### config.mk
export PLATFORM = sky130hd
export DESIGN_NAME = sar_ctl
export DESIGN_NICKNAME = d
export VERILOG_FILES = /design/src/rtl/sar_pkg.sv /design/src/rtl/sar_regs.sv /design/src/rtl/sar_seq.sv /design/src/rtl/sar_ctl.sv
export SDC_FILE = /design/constraint.sdc
export NUM_CORES = 1
export LEC_CHECK = 0
export ABC_AREA = 1
export BUFFER_PORTS_ARGS = -buffer_cell sky130_fd_sc_hd__clkbuf_2
export CAP_MARGIN = 20
export CORE_UTILIZATION = 35
export CTS_CLUSTER_SIZE = 14
export DETAILED_ROUTE_END_ITERATION = 8
export PLACE_DENSITY = 0.67
export SYNTH_ARGS = -nofsm -noshare
export SYNTH_HDL_FRONTEND = slang
export SYNTH_SLANG_ARGS = --single-unit
export TNS_END_PERCENT = 100
### constraint.sdc
create_clock -name clk -period 1.35 [get_ports clk]
set_input_delay 0.27 -clock clk [delete_from_list [all_inputs] [get_ports clk]]
set_output_delay 0.27 -clock clk [all_outputs]
set_load 0.01 [all_outputs]
### src/rtl/sar_pkg.sv
package sar_pkg;
    localparam int CH_W  = 3;
    localparam int DLY_W = 6;

    // word index taken from bus_addr[3:2]
    localparam logic [1:0] OFS_DATA = 2'd0;
    localparam logic [1:0] OFS_STAT = 2'd1;
    localparam logic [1:0] OFS_CTRL = 2'd2;
    localparam logic [1:0] OFS_DLY  = 2'd3;

    // control word bit positions
    localparam int CTRL_PWR = 3;
    localparam int CTRL_IEN = 5;
    localparam int CTRL_IST = 6;

    typedef enum logic [1:0] {
        ST_IDLE = 2'd0,
        ST_WAIT = 2'd1,
        ST_CONV = 2'd2
    } seq_st_e;
endpackage

### src/rtl/sar_regs.sv
module sar_regs
    import sar_pkg::*;
#(
    parameter int RES     = 10,
    parameter int DLY_RST = 8
) (
    input  logic             clk,
    input  logic             rst_n,
    input  logic             bus_we,
    input  logic [3:0]       bus_addr,
    input  logic [31:0]      bus_wdata,
    output logic [31:0]      bus_rdata,
    input  logic             busy_i,
    input  logic             done_i,
    input  logic [RES-1:0]   result_i,
    output logic             start_o,
    output logic             abort_o,
    output logic [DLY_W-1:0] dly_o,
    output logic [CH_W-1:0]  chan_o,
    output logic             pwr_o,
    output logic             ien_o,
    output logic             istat_o
);
    typedef struct packed {
        logic [CH_W-1:0]  chan;
        logic             pwr;
        logic             ien;
        logic             istat;
        logic [DLY_W-1:0] dly;
        logic [RES-1:0]   data;
    } regs_t;

    regs_t r_q, r_d;
    logic  wr_ok, wr_ctrl, wr_dly;
    logic  unused_hi;

    assign unused_hi = ^bus_wdata[31:7];

    always_comb begin
        r_d     = r_q;
        wr_ok   = bus_we && (bus_addr[1:0] == 2'b00);
        wr_ctrl = wr_ok && (bus_addr[3:2] == OFS_CTRL);
        wr_dly  = wr_ok && (bus_addr[3:2] == OFS_DLY);
        start_o = wr_ctrl && bus_wdata[CTRL_PWR] && !busy_i;
        abort_o = wr_ctrl && !bus_wdata[CTRL_PWR] && busy_i;

        // a power-on write during a run is dropped as a whole
        if (wr_ctrl && !(busy_i && bus_wdata[CTRL_PWR])) begin
            r_d.chan = bus_wdata[CH_W-1:0];
            r_d.pwr  = bus_wdata[CTRL_PWR];
            r_d.ien  = bus_wdata[CTRL_IEN];
            if (!bus_wdata[CTRL_IST]) begin
                r_d.istat = 1'b0;
            end
        end
        if (wr_dly) begin
            r_d.dly = bus_wdata[DLY_W-1:0];
        end
        if (done_i) begin
            r_d.data  = result_i;
            r_d.istat = 1'b1;
        end
    end

    always_ff @(posedge clk or negedge rst_n) begin
        if (!rst_n) begin
            r_q     <= '0;
            r_q.dly <= DLY_W'(DLY_RST);
        end else begin
            r_q <= r_d;
        end
    end

    always_comb begin
        bus_rdata = '0;
        if (bus_addr[1:0] == 2'b00) begin
            case (bus_addr[3:2])
                OFS_DATA: bus_rdata[RES-1:0] = r_q.data;
                OFS_STAT: bus_rdata[0] = busy_i;
                OFS_CTRL: begin
                    bus_rdata[CH_W-1:0] = r_q.chan;
                    bus_rdata[CTRL_PWR] = r_q.pwr;
                    bus_rdata[CTRL_IEN] = r_q.ien;
                    bus_rdata[CTRL_IST] = r_q.istat;
                end
                default:  bus_rdata[DLY_W-1:0] = r_q.dly;
            endcase
        end
    end

    assign dly_o   = r_q.dly;
    assign chan_o  = r_q.chan;
    assign pwr_o   = r_q.pwr;
    assign ien_o   = r_q.ien;
    assign istat_o = r_q.istat;

    // completion always leaves the status flag set
    a_r6_istat_on_done: assert property (@(posedge clk) disable iff (!rst_n)
        done_i |=> r_q.istat);

    // a power-on control write during a run leaves the channel alone
    a_r9_busy_write_ignored: assert property (@(posedge clk) disable iff (!rst_n)
        (wr_ctrl && busy_i && bus_wdata[CTRL_PWR]) |=> $stable(r_q.chan));

    // the data word only moves on completion
    a_r10_data_hold: assert property (@(posedge clk) disable iff (!rst_n)
        !done_i |=> $stable(r_q.data));
endmodule

### src/rtl/sar_seq.sv
module sar_seq
    import sar_pkg::*;
#(
    parameter int RES = 10
) (
    input  logic             clk,
    input  logic             rst_n,
    input  logic             start_i,
    input  logic             abort_i,
    input  logic [DLY_W-1:0] dly_i,
    input  logic             comp_i,
    output logic             busy_o,
    output logic             soc_o,
    output logic             done_o,
    output logic [RES-1:0]   result_o,
    output logic [RES-1:0]   trial_o
);
    localparam int BIT_W = $clog2(RES);

    typedef struct packed {
        seq_st_e          st;
        logic [DLY_W-1:0] cnt;
        logic [BIT_W-1:0] bidx;
        logic [RES-1:0]   code;
    } seq_t;

    seq_t s_q, s_d;

    function automatic logic [RES-1:0] bit_mask(input logic [BIT_W-1:0] i);
        logic [RES-1:0] m;
        m    = '0;
        m[i] = 1'b1;
        return m;
    endfunction

    always_comb begin
        s_d     = s_q;
        soc_o   = 1'b0;
        done_o  = 1'b0;
        trial_o = '0;
        if (s_q.st == ST_CONV) begin
            trial_o = s_q.code | bit_mask(s_q.bidx);
        end
        case (s_q.st)
            ST_IDLE: begin
                if (start_i) begin
                    s_d.st   = ST_WAIT;
                    s_d.cnt  = dly_i;
                    s_d.code = '0;
                end
            end
            ST_WAIT: begin
                if (abort_i) begin
                    s_d.st = ST_IDLE;
                end else if (s_q.cnt == '0) begin
                    soc_o    = 1'b1;
                    s_d.st   = ST_CONV;
                    s_d.bidx = BIT_W'(RES - 1);
                    s_d.code = '0;
                end else begin
                    s_d.cnt = s_q.cnt - 1'b1;
                end
            end
            ST_CONV: begin
                if (abort_i) begin
                    s_d.st = ST_IDLE;
                end else begin
                    if (comp_i) begin
                        s_d.code = trial_o;
                    end
                    if (s_q.bidx == '0) begin
                        done_o = 1'b1;
                        s_d.st = ST_IDLE;
                    end else begin
                        s_d.bidx = s_q.bidx - 1'b1;
                    end
                end
            end
            default: s_d.st = ST_IDLE;
        endcase
    end

    always_ff @(posedge clk or negedge rst_n) begin
        if (!rst_n) begin
            s_q <= '0;
        end else begin
            s_q <= s_d;
        end
    end

    assign busy_o   = (s_q.st != ST_IDLE);
    assign result_o = s_d.code;

    // the start pulse leads straight into the MSB trial
    a_r4_soc_then_msb: assert property (@(posedge clk) disable iff (!rst_n)
        soc_o |=> (s_q.st == ST_CONV && s_q.bidx == BIT_W'(RES - 1)));

    // an abort leaves the sequencer idle on the next cycle
    a_r10_abort_idle: assert property (@(posedge clk) disable iff (!rst_n)
        abort_i |=> !busy_o);

    // completion returns to idle
    a_r6_done_idle: assert property (@(posedge clk) disable iff (!rst_n)
        done_o |=> !busy_o);

    // a start from idle makes the block busy
    a_r3_start_busy: assert property (@(posedge clk) disable iff (!rst_n)
        (start_i && !busy_o) |=> busy_o);
endmodule

### src/rtl/sar_ctl.sv
module sar_ctl
    import sar_pkg::*;
#(
    parameter int RES     = 10,
    parameter int NCH     = 6,
    parameter int DLY_RST = 8
) (
    input  logic            clk,
    input  logic            rst_n,
    input  logic            bus_we,
    input  logic [3:0]      bus_addr,
    input  logic [31:0]     bus_wdata,
    output logic [31:0]     bus_rdata,
    output logic            irq,
    output logic            adc_pwr,
    output logic [2:0]      adc_chan,
    output logic            adc_soc,
    output logic [RES-1:0]  adc_trial,
    input  logic            adc_cmp
);
    localparam logic [CH_W-1:0] CH_LIM = CH_W'(NCH);

    logic             busy, done, start, abort;
    logic             pwr, ien, istat;
    logic [RES-1:0]   result;
    logic [DLY_W-1:0] dly;
    logic [CH_W-1:0]  chan;

    sar_regs #(.RES(RES), .DLY_RST(DLY_RST)) u_regs (
        .clk      (clk),
        .rst_n    (rst_n),
        .bus_we   (bus_we),
        .bus_addr (bus_addr),
        .bus_wdata(bus_wdata),
        .bus_rdata(bus_rdata),
        .busy_i   (busy),
        .done_i   (done),
        .result_i (result),
        .start_o  (start),
        .abort_o  (abort),
        .dly_o    (dly),
        .chan_o   (chan),
        .pwr_o    (pwr),
        .ien_o    (ien),
        .istat_o  (istat)
    );

    sar_seq #(.RES(RES)) u_seq (
        .clk     (clk),
        .rst_n   (rst_n),
        .start_i (start),
        .abort_i (abort),
        .dly_i   (dly),
        .comp_i  (adc_cmp),
        .busy_o  (busy),
        .soc_o   (adc_soc),
        .done_o  (done),
        .result_o(result),
        .trial_o (adc_trial)
    );

    assign adc_chan = (chan < CH_LIM) ? chan : '0;
    assign adc_pwr  = pwr;
    assign irq      = istat & ien;

    // the multiplexer never sees a channel beyond the count
    a_r11_chan_in_range: assert property (@(posedge clk) disable iff (!rst_n)
        adc_chan < CH_LIM);

    // start pulses only while powered
    a_r4_soc_powered: assert property (@(posedge clk) disable iff (!rst_n)
        adc_soc |-> adc_pwr);
endmodule

# Yosys cells after proc, flatten, opt, wreduce, memory -nomap -nowiden
# Cells that the tools add are included.
# Widths: inputs -> output; s select.
# classes
add_sub_neg,2
order_cmp,3
n_eq_ne,14
mux,36
bitwise_logic,2
n_reduce_logical,27
# ops
cell,n
$mux 10,4
$pmux 10 s3,1
$mux 14,2
$mux 20,1
$pmux 6 s2,1
$logic_and 1x1->1,10
$mux 1,10
$ne 2x2->1 const B,5
$or 10x10->10,1
$pmux 3 s3,1
$mux 2,4
$mux 8,1
$pmux 4 s2,1
$reduce_bool 2->1,4
$eq 2x2->1 const B,3
$logic_not 2->1,3
$logic_not 6->1,1
$mux 3,2
$mux 6,1
$pmux 1 s3,2
$pmux 2 s3,1
$sub 6x1->6 const B,1
$lt 4x5->1 const B,1
$reduce_and 5->1,1
other kinds (17),22
# totals
reg_bits,44
in_bits,40
out_inout_bits,48
wordCells,94

# Longest topological paths before layout
# Gate-level depths: netlist (run 1).
# depth
depth_word,9
depth_mapped,10
depth_no_buf,10

# By module
# Synthesis (run 1) repeated with hierarchy kept, for this count alone.
# unflattened
hier_cells,395
hier_area_um2,2946.6
# by_module_without_submodules
module,instances,cells_per_inst,area_per_inst_um2,seq_area_each_um2
sar_seq,1,212,1560.2,550.5
sar_regs,1,175,1355.0,551.8
sar_ctl,1,8,31.3,0.0

# Worst setup path after synthesis (run 1)
# OpenSTA, ideal clock, no wires.
# synth_path
path_type,register to register
startpoint,register u_seq.s_q[14] in the netlist's numbering
endpoint,register u_seq.s_q[16] in the netlist's numbering
setup_time_ps,122
arrival_ps,1297
t_required_ps,1228
slack_ps,-69
path_stages_with_launch,10
n_path_buf,0
period_less_slack_ps,1419
path_cell_list,dfrtp_1 -> inv_1 -> ha_1 -> nand4_2 -> nand2_2 -> nand2_1 -> nand2_2 -> inv_4 -> nand2_1 -> o21ai_1
# synth_between
elab_chain_len,4
elab_cells_between_ends,7
cone_classes,add/sub (1); eq/ne (1); mux (3); reduce/logical (2)
# synth_lines
item,line,rtl
"start, declared",sar_seq.sv:27,"seq_t s_q, s_d;"
"start signal, assigned",sar_seq.sv:85,s_q <= '0;
"start signal, assigned",sar_seq.sv:87,s_q <= s_d;
$sub 6x1->6,sar_seq.sv:61,s_d.cnt = s_q.cnt - 1'b1;
$mux 6,sar_seq.sv:55,end else if (s_q.cnt == '0) begin
$mux 20,sar_seq.sv:53,if (abort_i) begin
$pmux 6 s2,sar_seq.sv:44,case (s_q.st)
# Several ways; a longest one is shown, not always the timed one. The select of a mux whose other input is x is not followed.
# A chain may end at the register's enable or synchronous reset.

# Final worst setup path (run 1)
# layout_path
startpoint,register u_seq.s_q[10] in the netlist's numbering
endpoint,output adc_trial[9]
# layout_between
elab_chain_len,6
elab_cells_between_ends,7
cone_classes,order compare (2); mux (3); bitwise (1); reduce/logical (1)
# layout_lines
item,line,rtl
$lt 4x5->1 (not written as such) or $ge 4x1->1 (tied branches),sar_seq.sv:32,m[i] = 1'b1;
$logic_and 1x1->1 (not written as such),sar_seq.sv:32,
$mux 1 (not written as such),sar_seq.sv:32,
$demux 1 s4 *,--,
$or 10x10->10 *,sar_seq.sv:42,trial_o = s_q.code | bit_mask(s_q.bidx);
$mux 10 *,sar_seq.sv:41,if (s_q.st == ST_CONV) begin
"end, declared",sar_ctl.sv:18,"output logic [RES-1:0] adc_trial,"
# Mark *: on every way between the ends. The rest lies on a longest branch, timed or not.

==> results of run 1 <==
[cells by family (layout without fill, tap and decap cells)]
kind of cell	Yosys count	count (layout)	synth area share
flops	44	44	0.396
simple gates	199	199	0.315
compound gates	38	38	0.0746
buf+inv	97	194	0.170
fa+ha+maj	6	6	0.0270
xor+xnor	5	5	0.0157
other cells	1	22	0.00135
[layer usage]
layer  vias to the layer above  share of wire  global-route usage
met1                      1363           0.42               0.226
met2                        94           0.52               0.340
met3                        22          0.043              0.0410
met5                         -              0                   0
met4                         0          0.023              0.0714
li1                       1412              -                   -
[worst max-delay path by stage]
| stage | start | depth (start not counted) | slack [ns] | endpoint |
|---|---|---|---|---|
| finish | u_seq.s_q[10] | 7 | -0.38 | adc_trial[9] |
| global route | u_seq.s_q[10] | 7 | -0.44 | adc_trial[6] |
| CTS | u_seq.s_q[10] | 7 | -0.36 | adc_trial[4] |
| detailed placement | bus_addr[1] | 10 | -0.21 | u_regs.r_q[1] |
| global placement | bus_addr[1] | 8 | -0.19 | u_regs.r_q[1] |
| floorplan | u_seq.s_q[10] | 8 | 0.001 | u_regs.r_q[3] |
[report_power, final]
group / total, mW / leakage (nW) / switching (mW) / internal [mW]
sequential: 1.98 / 0.579 / 0.286 / 1.70
clock: 1.02 / 0.0552 / 0.466 / 0.550
combinational: 4.22 / 1.63 / 2.27 / 1.95
total: 7.22 / 2.26 / 3.03 / 4.19
[timing repair]
item,4_1_cts,5_1_grt
pin swaps,29,23
cloned,1,0
setup endpoints to repair,51,57
hold buffers,1,0
setup buffers,24,7
gates resized for setup,60,90
hold endpoints to repair,43,0
[worst reg2reg max path: stages (launching register included)]
cell and delay, ns:
dfrtp_1 0.43, inv_2 0.14, nor2_4 0.05, buf_4 0.17, nor2_1 0.22, nand2_2 0.18
nand4_1 0.15, nand3_1 0.10, nand2_1 0.07
[final cells by class]
class	count	share of cell area
Clock buffer	6	0.0173
Timing Repair inverter	1	0.00179
Timing Repair Buffer	117	0.226
Inverter	68	0.0647
Multi-Input combinational cell	270	0.388
Clock inverter	2	0.00834
Tap cell	102	0.0304
Sequential cell	44	0.263
[flip-flops by register name, indices dropped and copies added (netlist names)]
| signal | count |
|---|---|
| u_seq.s_q | 22 |
| u_regs.r_q | 10 |
| u_regs.dly_o | 6 |
| u_regs.chan_o | 3 |
| u_regs.ien_o | 1 |
| u_regs.istat_o | 1 |
| u_regs.pwr_o | 1 |
[through the flow]
stage / util / TNS, ns
after global routing: 0.543 / -12.91
after CTS: 0.501 / -7.49
after floorplan: - / 0
after global placement: 0.440 / -4.98
after detailed placement: 0.440 / -5.89
final: 0.543 / -9.11
[synth_stat cells]
cell type and count:
dfrtp_1 43, xnor2_1 1, buf_4 26, o22ai_1 7
nor3_1 1, inv_2 1, inv_1 65, xor2_1 4
nand2_2 3, a31oi_1 1, nand4_2 1, nand2_1 123
nand3_1 33, o211ai_1 2, buf_2 1, o21ai_1 4
nor2_4 3, ha_1 6, clkbuf_1 1, conb_1 1
nand3_2 2, clkinv_2 1, nand4_1 12, a21oi_1 5
buf_6 1, dfstp_2 1, nor2_1 19, a21boi_0 1
nand3b_1 1, nor2_2 1, inv_4 1, o21ai_0 18
==> results.cfg, run 1 <==
[clock_tree]
cts.htree.levels = 2
clk_latency_ns = 0.30
cts.sinks = 44
cts_buffers = 5
cts.clk_slew.worst_paths_ns = 0.08
root_buffer = clkbuf_8
cts_tree = yes
clock_path_buffers = 2

[setup_path]
crit_family = flip-flops
crit_top_cell = nand2_1
cp_max_fo = 3
required_ns = 1.08
cp.arrival_ns = 1.46
path_cells = buf_6 -> ha_4 -> nand3_2 -> nand2_1 -> nand2_1 -> inv_1 -> buf_2
start_kind = flip-flop
max_stage_delay_ns = 0.46
worstRegToRegCells = 8
path_buf_inv = 3
worstSetupEndpointType = primary output
path_class = reg -> out
timing.rr.end = u_regs.r_q[8]
cpMaxStageDelayCell = dfrtp_2
rr_startpoint = u_seq.s_q[20]
r2r_slack_ns = -0.20

[route]
via_per_inst = 4.74
vias = 2891
drc_errors = 1
post_drt_wl_per_cell_um = 13.1
first_pass_iters = 7
first_iter_violations = 214
wl_um = 8010
antenna_left = 0

[final_layout]
drive_gt1_frac = 0.413
syn2layout_area_growth_pct = 50.8
fin_cells = 610
ff_latch_area_um2 = 1110
final_cell_mix = nand2_1, buf_4, inv_1, dfrtp_1, nand3_1
final_common_cell = nand2_1
num-fill-cells = 638
nets = 553
num_antenna_cells = 0
design_area_um2 = 4200
multi_input_area_um2 = 1630

[hold_path]
hold_path_class = in -> reg
whs_endpoint = u_regs.istat_o
worstHoldPathCells = 3
worstHoldStart = bus_wdata[6]

[grt]
grt_pass1_vias = 2760
grt_pass1_wl_um = 12700
grt_usage = 0.192
grt_overflow = 0
grt_max_degree = 45
antenna_found_initial = 0

[placement]
place_area_um2 = 3400
dp_cells = 570
finalWeightedCongestion = 0.852
pre_cts_ws_ns = -0.206
numPortBuffers = 40
dp_hpwl_um = 5210

[timing]
max_freq_ghz = 0.578
setup_viol = 49
clock_skew_ns = 0.00484
hold_viol = 0
rsz0062_at_grt = true
period_share = 1.28
finalMaxSlewViolations = 0
period_minus_slack_ns = 1.73
worst_slack_ns = -0.379
timing.hold.ws_ns = 0.209

[die]
dieWidth_um = 91.2
initial_core_util = 0.360
row_count = 32
die_h_um = 91.2
fp.dieArea_um2 = 8310
core_um2 = 7730
ioPinCount = 88

[status]
violations = DRC, setup timing
status = finished with violations

[yosys]
synth_seq_cells = 44
synth_area_um2 = 2780
synth_warnings = 0
yosysSeqAreaShare = 0.396
synth_top_area_frac = 0.387
ys_top_cells_by_area = dfrtp_1, nand2_1, inv_1
syn_inst = 390
ys_types = 32
avgSynthCellArea_um2 = 7.14
synth_top_area_cell = dfrtp_1

[pwr]
irDropWorstVdd_mv = 0.593
p_per_area_nw_per_um2 = 1720
power_mw = 7.22
power.leakage_nw = 2.26

[job]
drv_cap = 0
Power figures use the tool's default switching activity.
==> run 2, diff against run 1 <==
--- a/config.mk
+++ b/config.mk
@@ -11,7 +11,7 @@
 export CORE_UTILIZATION = 35
 export CTS_CLUSTER_SIZE = 14
 export DETAILED_ROUTE_END_ITERATION = 8
-export PLACE_DENSITY = 0.67
+export PLACE_DENSITY = 0.64
 export SYNTH_ARGS = -nofsm -noshare
 export SYNTH_HDL_FRONTEND = slang
 export SYNTH_SLANG_ARGS = --single-unit
==> constraint.sdc (replaced) <==
create_clock -name clk -period 2 [get_ports clk]
set_input_delay 0.4 -clock clk [delete_from_list [all_inputs] [get_ports clk]]
set_output_delay 0.4 -clock clk [all_outputs]
set_load 0.02 [all_outputs]
==> run 2 against run 1 <==
Effect of this change:
- the flow now finishes without violations
- first-iteration DRC count decreased by 53%
- global-route usage decreased by 3.3 points
- clock power decreased by 45%
- power decreased by 50%
- sequential cell count unchanged
- routed wire length decreased by 20%
- via count decreased by 13%
- non-clock buffer count decreased by 66
- core utilization decreased by 13 points
- critical path depth decreased by 3
- design area decreased by 24%
- combinational power decreased by 60%
- critical path type unchanged
- largest power group unchanged
==> results.cfg, run 2 (synthesized netlist as in run 1, its figures left out) <==
[route]
post_drt_wl_per_cell_um = 11.7
via_per_inst = 4.61
first_pass_iters = 5
wl_met3_um = 174
antenna_left = 0
wl_met1_um = 3070
first_iter_violations = 101
drc_errors = 0
dr.max_layer_used = met4
wl_um = 6380
wl_met2_um = 3070
vias = 2505

[timing]
period_share = 0.962
clock_skew_ns = 0.00811
slew_headroom = 0.651
period_minus_slack_ns = 1.92
max_freq_ghz = 0.520
tns_ns = 0
finalMaxSlewViolations = 0
timing.hold.ws_ns = 0.0576
hold_viol = 0
setup_viol = 0
worstMarginPinSlew_ns = 0.523

[die]
dieWidth_um = 91.2
initial_core_util = 0.360
core_um2 = 7730
die_h_um = 91.2
row_count = 32
fp.dieArea_um2 = 8310
ioPinCount = 88

[final_layout]
final_cell_mix = nand2_1, inv_1, dfrtp_1, clkbuf_2, nand3_1
design_area_um2 = 3180
utilization = 0.412
syn2layout_area_growth_pct = 14.4
num_antenna_cells = 0
num-fill-cells = 829
multi_input_area_um2 = 1310
fin_cells = 543
nets = 486
ff_latch_area_um2 = 1100
largest_reg_flops = 22
regMostFlops = u_seq.s_q
drive_gt1_frac = 0.186
final_common_cell = nand2_1

[placement]
dp_cells = 531
finalWeightedCongestion = 0.861
numPortBuffers = 40
place_area_um2 = 3040
dp_hpwl_um = 4890

[clock_tree]
cts.clk_slew.worst_paths_ns = 0.09
clock_path_buffers = 2
cts.sinks = 44
clk_latency_ns = 0.30
cts_buffers = 5
cts_tree = yes
root_buffer = clkbuf_8
hold_buffers = 0
cts.htree.levels = 2

[grt]
grt_pass1_vias = 2281
grt_overflow = 0
antenna_found_initial = 0
grt_usage = 0.159
grt_max_degree = 27
grt_pass1_wl_um = 10600

[setup_path]
worstSetupEndpointType = primary output
required_ns = 1.60
path_class = reg -> out
cp.arrival_ns = 1.52
start_kind = flip-flop
cp_max_fo = 4

[pwr]
power.leakage_nw = 1.85
p_per_area_nw_per_um2 = 1120
irDropWorstVdd_mv = 0.311

[status]
status = finished, final reports clean

[hold_path]
hold_path_class = in -> async

[job]
drv_cap = 0
[run 2: critical path, cell delays in order, from the launching register on]
cell,delay [ns]
dfrtp_1,0.43
nor2_1,0.30
nand4_4,0.17
nor2_2,0.15
clkbuf_2,0.18
[run 2: through the flow]
stage	power [mW]	worst slack (ns)
3_5_place_dp	2.91	0.142
3_3_place_gp	2.87	0.158
2_1_floorplan	2.56	0.401
6_report	3.58	0.0761
5_1_grt	3.88	-0.00819
4_1_cts	3.49	0.00706
[run 2: metal layers]
metal	GRT usage	up-vias
met3	0.0226	5
li1	-	1276
met4	0.0463	0
met1	0.214	1168
met5	0	-
met2	0.265	56
[run 2: path summary, 6_finish.rpt]
kind | to | depth (start not counted) | slack (ns) | startpoint
max reg2reg | u_regs.r_q[8] | 9 | 0.32 | u_seq.s_q[21]
max | adc_soc | 4 | 0.08 | u_seq.s_q[17]
min in group clk | u_regs.istat_o | 3 | 0.33 | bus_wdata[6]
min | u_regs.chan_o[0] | 1 | 0.06 | rst_n
max in group asynchronous | u_seq.s_q[11] | 2 | 1.42 | rst_n
min reg2reg | u_regs.r_q[7] | 2 | 0.49 | u_regs.r_q[7]
[run 2: layout make-up]
type                    instances  area share
flip-flops and latches         44       0.347
well taps                     102      0.0401
inverters                      68      0.0813
clock inverters                 3     0.00589
clock buffers                   5      0.0216
repair buffers                 51      0.0927
multi-input cells             270       0.412
[run 2: report_power, final]
group	switching [mW]	leakage, nW	internal, mW	total, mW
sequential	0.204	0.581	1.14	1.35
combinational	1.08	1.22	0.592	1.67
clock	0.314	0.0479	0.244	0.558
total	1.60	1.85	1.98	3.58
[run 2: repair_timing]
item,in CTS,in global routing
pin swaps,0,2
endpoints found under the setup margin,1,7
setup buffers,0,4
resized for setup,2,9
cloned,0,0
==> run 3, diff against run 2 <==
--- a/config.mk
+++ b/config.mk
@@ -6,12 +6,12 @@
 export NUM_CORES = 1
 export LEC_CHECK = 0
 export ABC_AREA = 1
-export BUFFER_PORTS_ARGS = -buffer_cell sky130_fd_sc_hd__clkbuf_2
+export BUFFER_PORTS_ARGS = -buffer_cell sky130_fd_sc_hd__buf_2
 export CAP_MARGIN = 20
-export CORE_UTILIZATION = 35
+export CORE_UTILIZATION = 45
 export CTS_CLUSTER_SIZE = 14
 export DETAILED_ROUTE_END_ITERATION = 8
-export PLACE_DENSITY = 0.64
+export PLACE_DENSITY = 0.78
 export SYNTH_ARGS = -nofsm -noshare
 export SYNTH_HDL_FRONTEND = slang
 export SYNTH_SLANG_ARGS = --single-unit
==> run 3 against run 2 <==
Effect of this change:
- routed wire length increased by 0.77%
- core utilization increased by 12 points
- sequential power about the same
- non-clock buffer count increased by 4
- maximum frequency decreased by 0.86%
- via count increased by 4.9%
- global-route usage increased by 5.2 points
- clock power increased by 23%
- combinational power increased by 4%
- largest power group unchanged
- highest routed layer unchanged
==> results.cfg, run 3 (synthesized netlist as in run 1, its figures left out) <==
[final_layout]
final_common_cell = nand2_1
regMostFlops = u_seq.s_q
num_antenna_cells = 0
syn2layout_area_growth_pct = 14.7
final_cell_mix = nand2_1, inv_1, dfrtp_1, buf_2, nand3_1
drive_gt1_frac = 0.187
fin_cells = 520
nets = 490
largest_reg_flops = 22
utilization = 0.536

[grt]
grt_pass1_vias = 2281
grt_overflow = 0
grt_max_degree = 45
antenna_found_initial = 0
grt_usage = 0.211
grt_pass1_wl_um = 10600

[route]
post_drt_wl_per_cell_um = 12.4
drc_errors = 0
vias = 2627
first_iter_violations = 216
antenna_left = 0
via_per_inst = 5.05
first_pass_iters = 5
wl_um = 6420

[timing]
hold_viol = 0
clock_skew_ns = 0.00806
timing.hold.ws_ns = 0.149
worstMarginPinSlew_ns = 0.565
max_freq_ghz = 0.515
period_share = 0.970
setup_viol = 0
finalMaxSlewViolations = 0
slew_headroom = 0.623
period_minus_slack_ns = 1.94
rsz0062_at_grt = true

[pwr]
power.leakage_nw = 1.90
irDropWorstVdd_mv = 0.504
power_mw = 3.76
p_per_area_nw_per_um2 = 1180

[job]
drv_cap = 0

[setup_path]
start_kind = flip-flop
path_cells = nor2_2 -> nand2_1 -> a21oi_2 -> buf_2
cpMaxStageDelayCell = dfrtp_1
path_class = reg -> out
required_ns = 1.60
cp_max_fo = 6
cp.arrival_ns = 1.54
max_stage_delay_ns = 0.47
worstSetupEndpointType = primary output

[placement]
dp_hpwl_um = 4640
numPortBuffers = 40
dp_cells = 504
finalWeightedCongestion = 0.908

[die]
die_h_um = 80.7
fp.dieArea_um2 = 6510
initial_core_util = 0.467
row_count = 28
core_um2 = 5960
ioPinCount = 88
dieWidth_um = 80.7

[clock_tree]
cts_buffers = 5
cts_tree = yes
clk_latency_ns = 0.31
clock_path_buffers = 2
root_buffer = clkbuf_8
cts.sinks = 44
cts.clk_slew.worst_paths_ns = 0.09
cts.htree.levels = 2

[hold_path]
hold_path_class = in -> async

[status]
status = finished, final reports clean
## run 3: worst paths after layout
kind,start,to,slack (ns),cells after the start
min in group clk,bus_wdata[6],u_regs.istat_o,0.33,3
setup reg to reg,u_seq.s_q[17],u_seq.s_q[15],0.35,8
max in group asynchronous,rst_n,u_regs.r_q[9],1.45,2
hold / removal,rst_n,u_regs.chan_o[0],0.15,2
hold reg to reg,u_regs.r_q[2],u_regs.r_q[2],0.49,2
setup / recovery,u_seq.s_q[13],adc_trial[0],0.06,4
## run 3: critical path: cells and delay by family (launching register included)
family | cells | cell delay (ns)
buf+inv | 1 | 0.19
flops | 1 | 0.47
compound gates | 1 | 0.19
simple gates | 2 | 0.39
## run 3: final cells by class
type	count	area, um^2
inverter	68	259
fill	559	2760
clock buffer	6	72.6
tap	75	93.8
clock inverter	2	35.0
timing repair buffer	55	323
multi-input combinational	270	1310
sequential	44	1100
## run 3: stage by stage
| step | setup TNS, ns | area, um^2 | worst slack (ns) |
|---|---|---|---|
| 6_report | 0 | 3190 | 0.0594 |
| 2_1_floorplan | 0 | 2860 | 0.401 |
| 3_5_place_dp | 0 | 2990 | 0.103 |
| 5_1_grt | -0.0189 | 3190 | -0.0183 |
| 3_3_place_gp | 0 | 2990 | 0.147 |
| 4_1_cts | 0 | 3100 | 0.00979 |
## run 3: power by group
group	switching [mW]	total (mW)	internal, mW
combinational	1.10	1.73	0.629
sequential	0.203	1.34	1.14
clock	0.315	0.686	0.371
total	1.62	3.76	2.14
## run 3: layer usage
layer  up-vias  global-route usage  routed length, um
li1       1287                   -                  -
met1      1213               0.290               2780
met2       111               0.345               3110
met3        16              0.0273                386
met4         0              0.0643                140
met5         -                   0                  0
## run 3: what timing repair did
| action | CTS | global route |
|---|---|---|
| hold buffers | 0 | 0 |
| resized for setup | 0 | 12 |
| setup endpoints to repair | 0 | 10 |
| setup buffers | 0 | 8 |
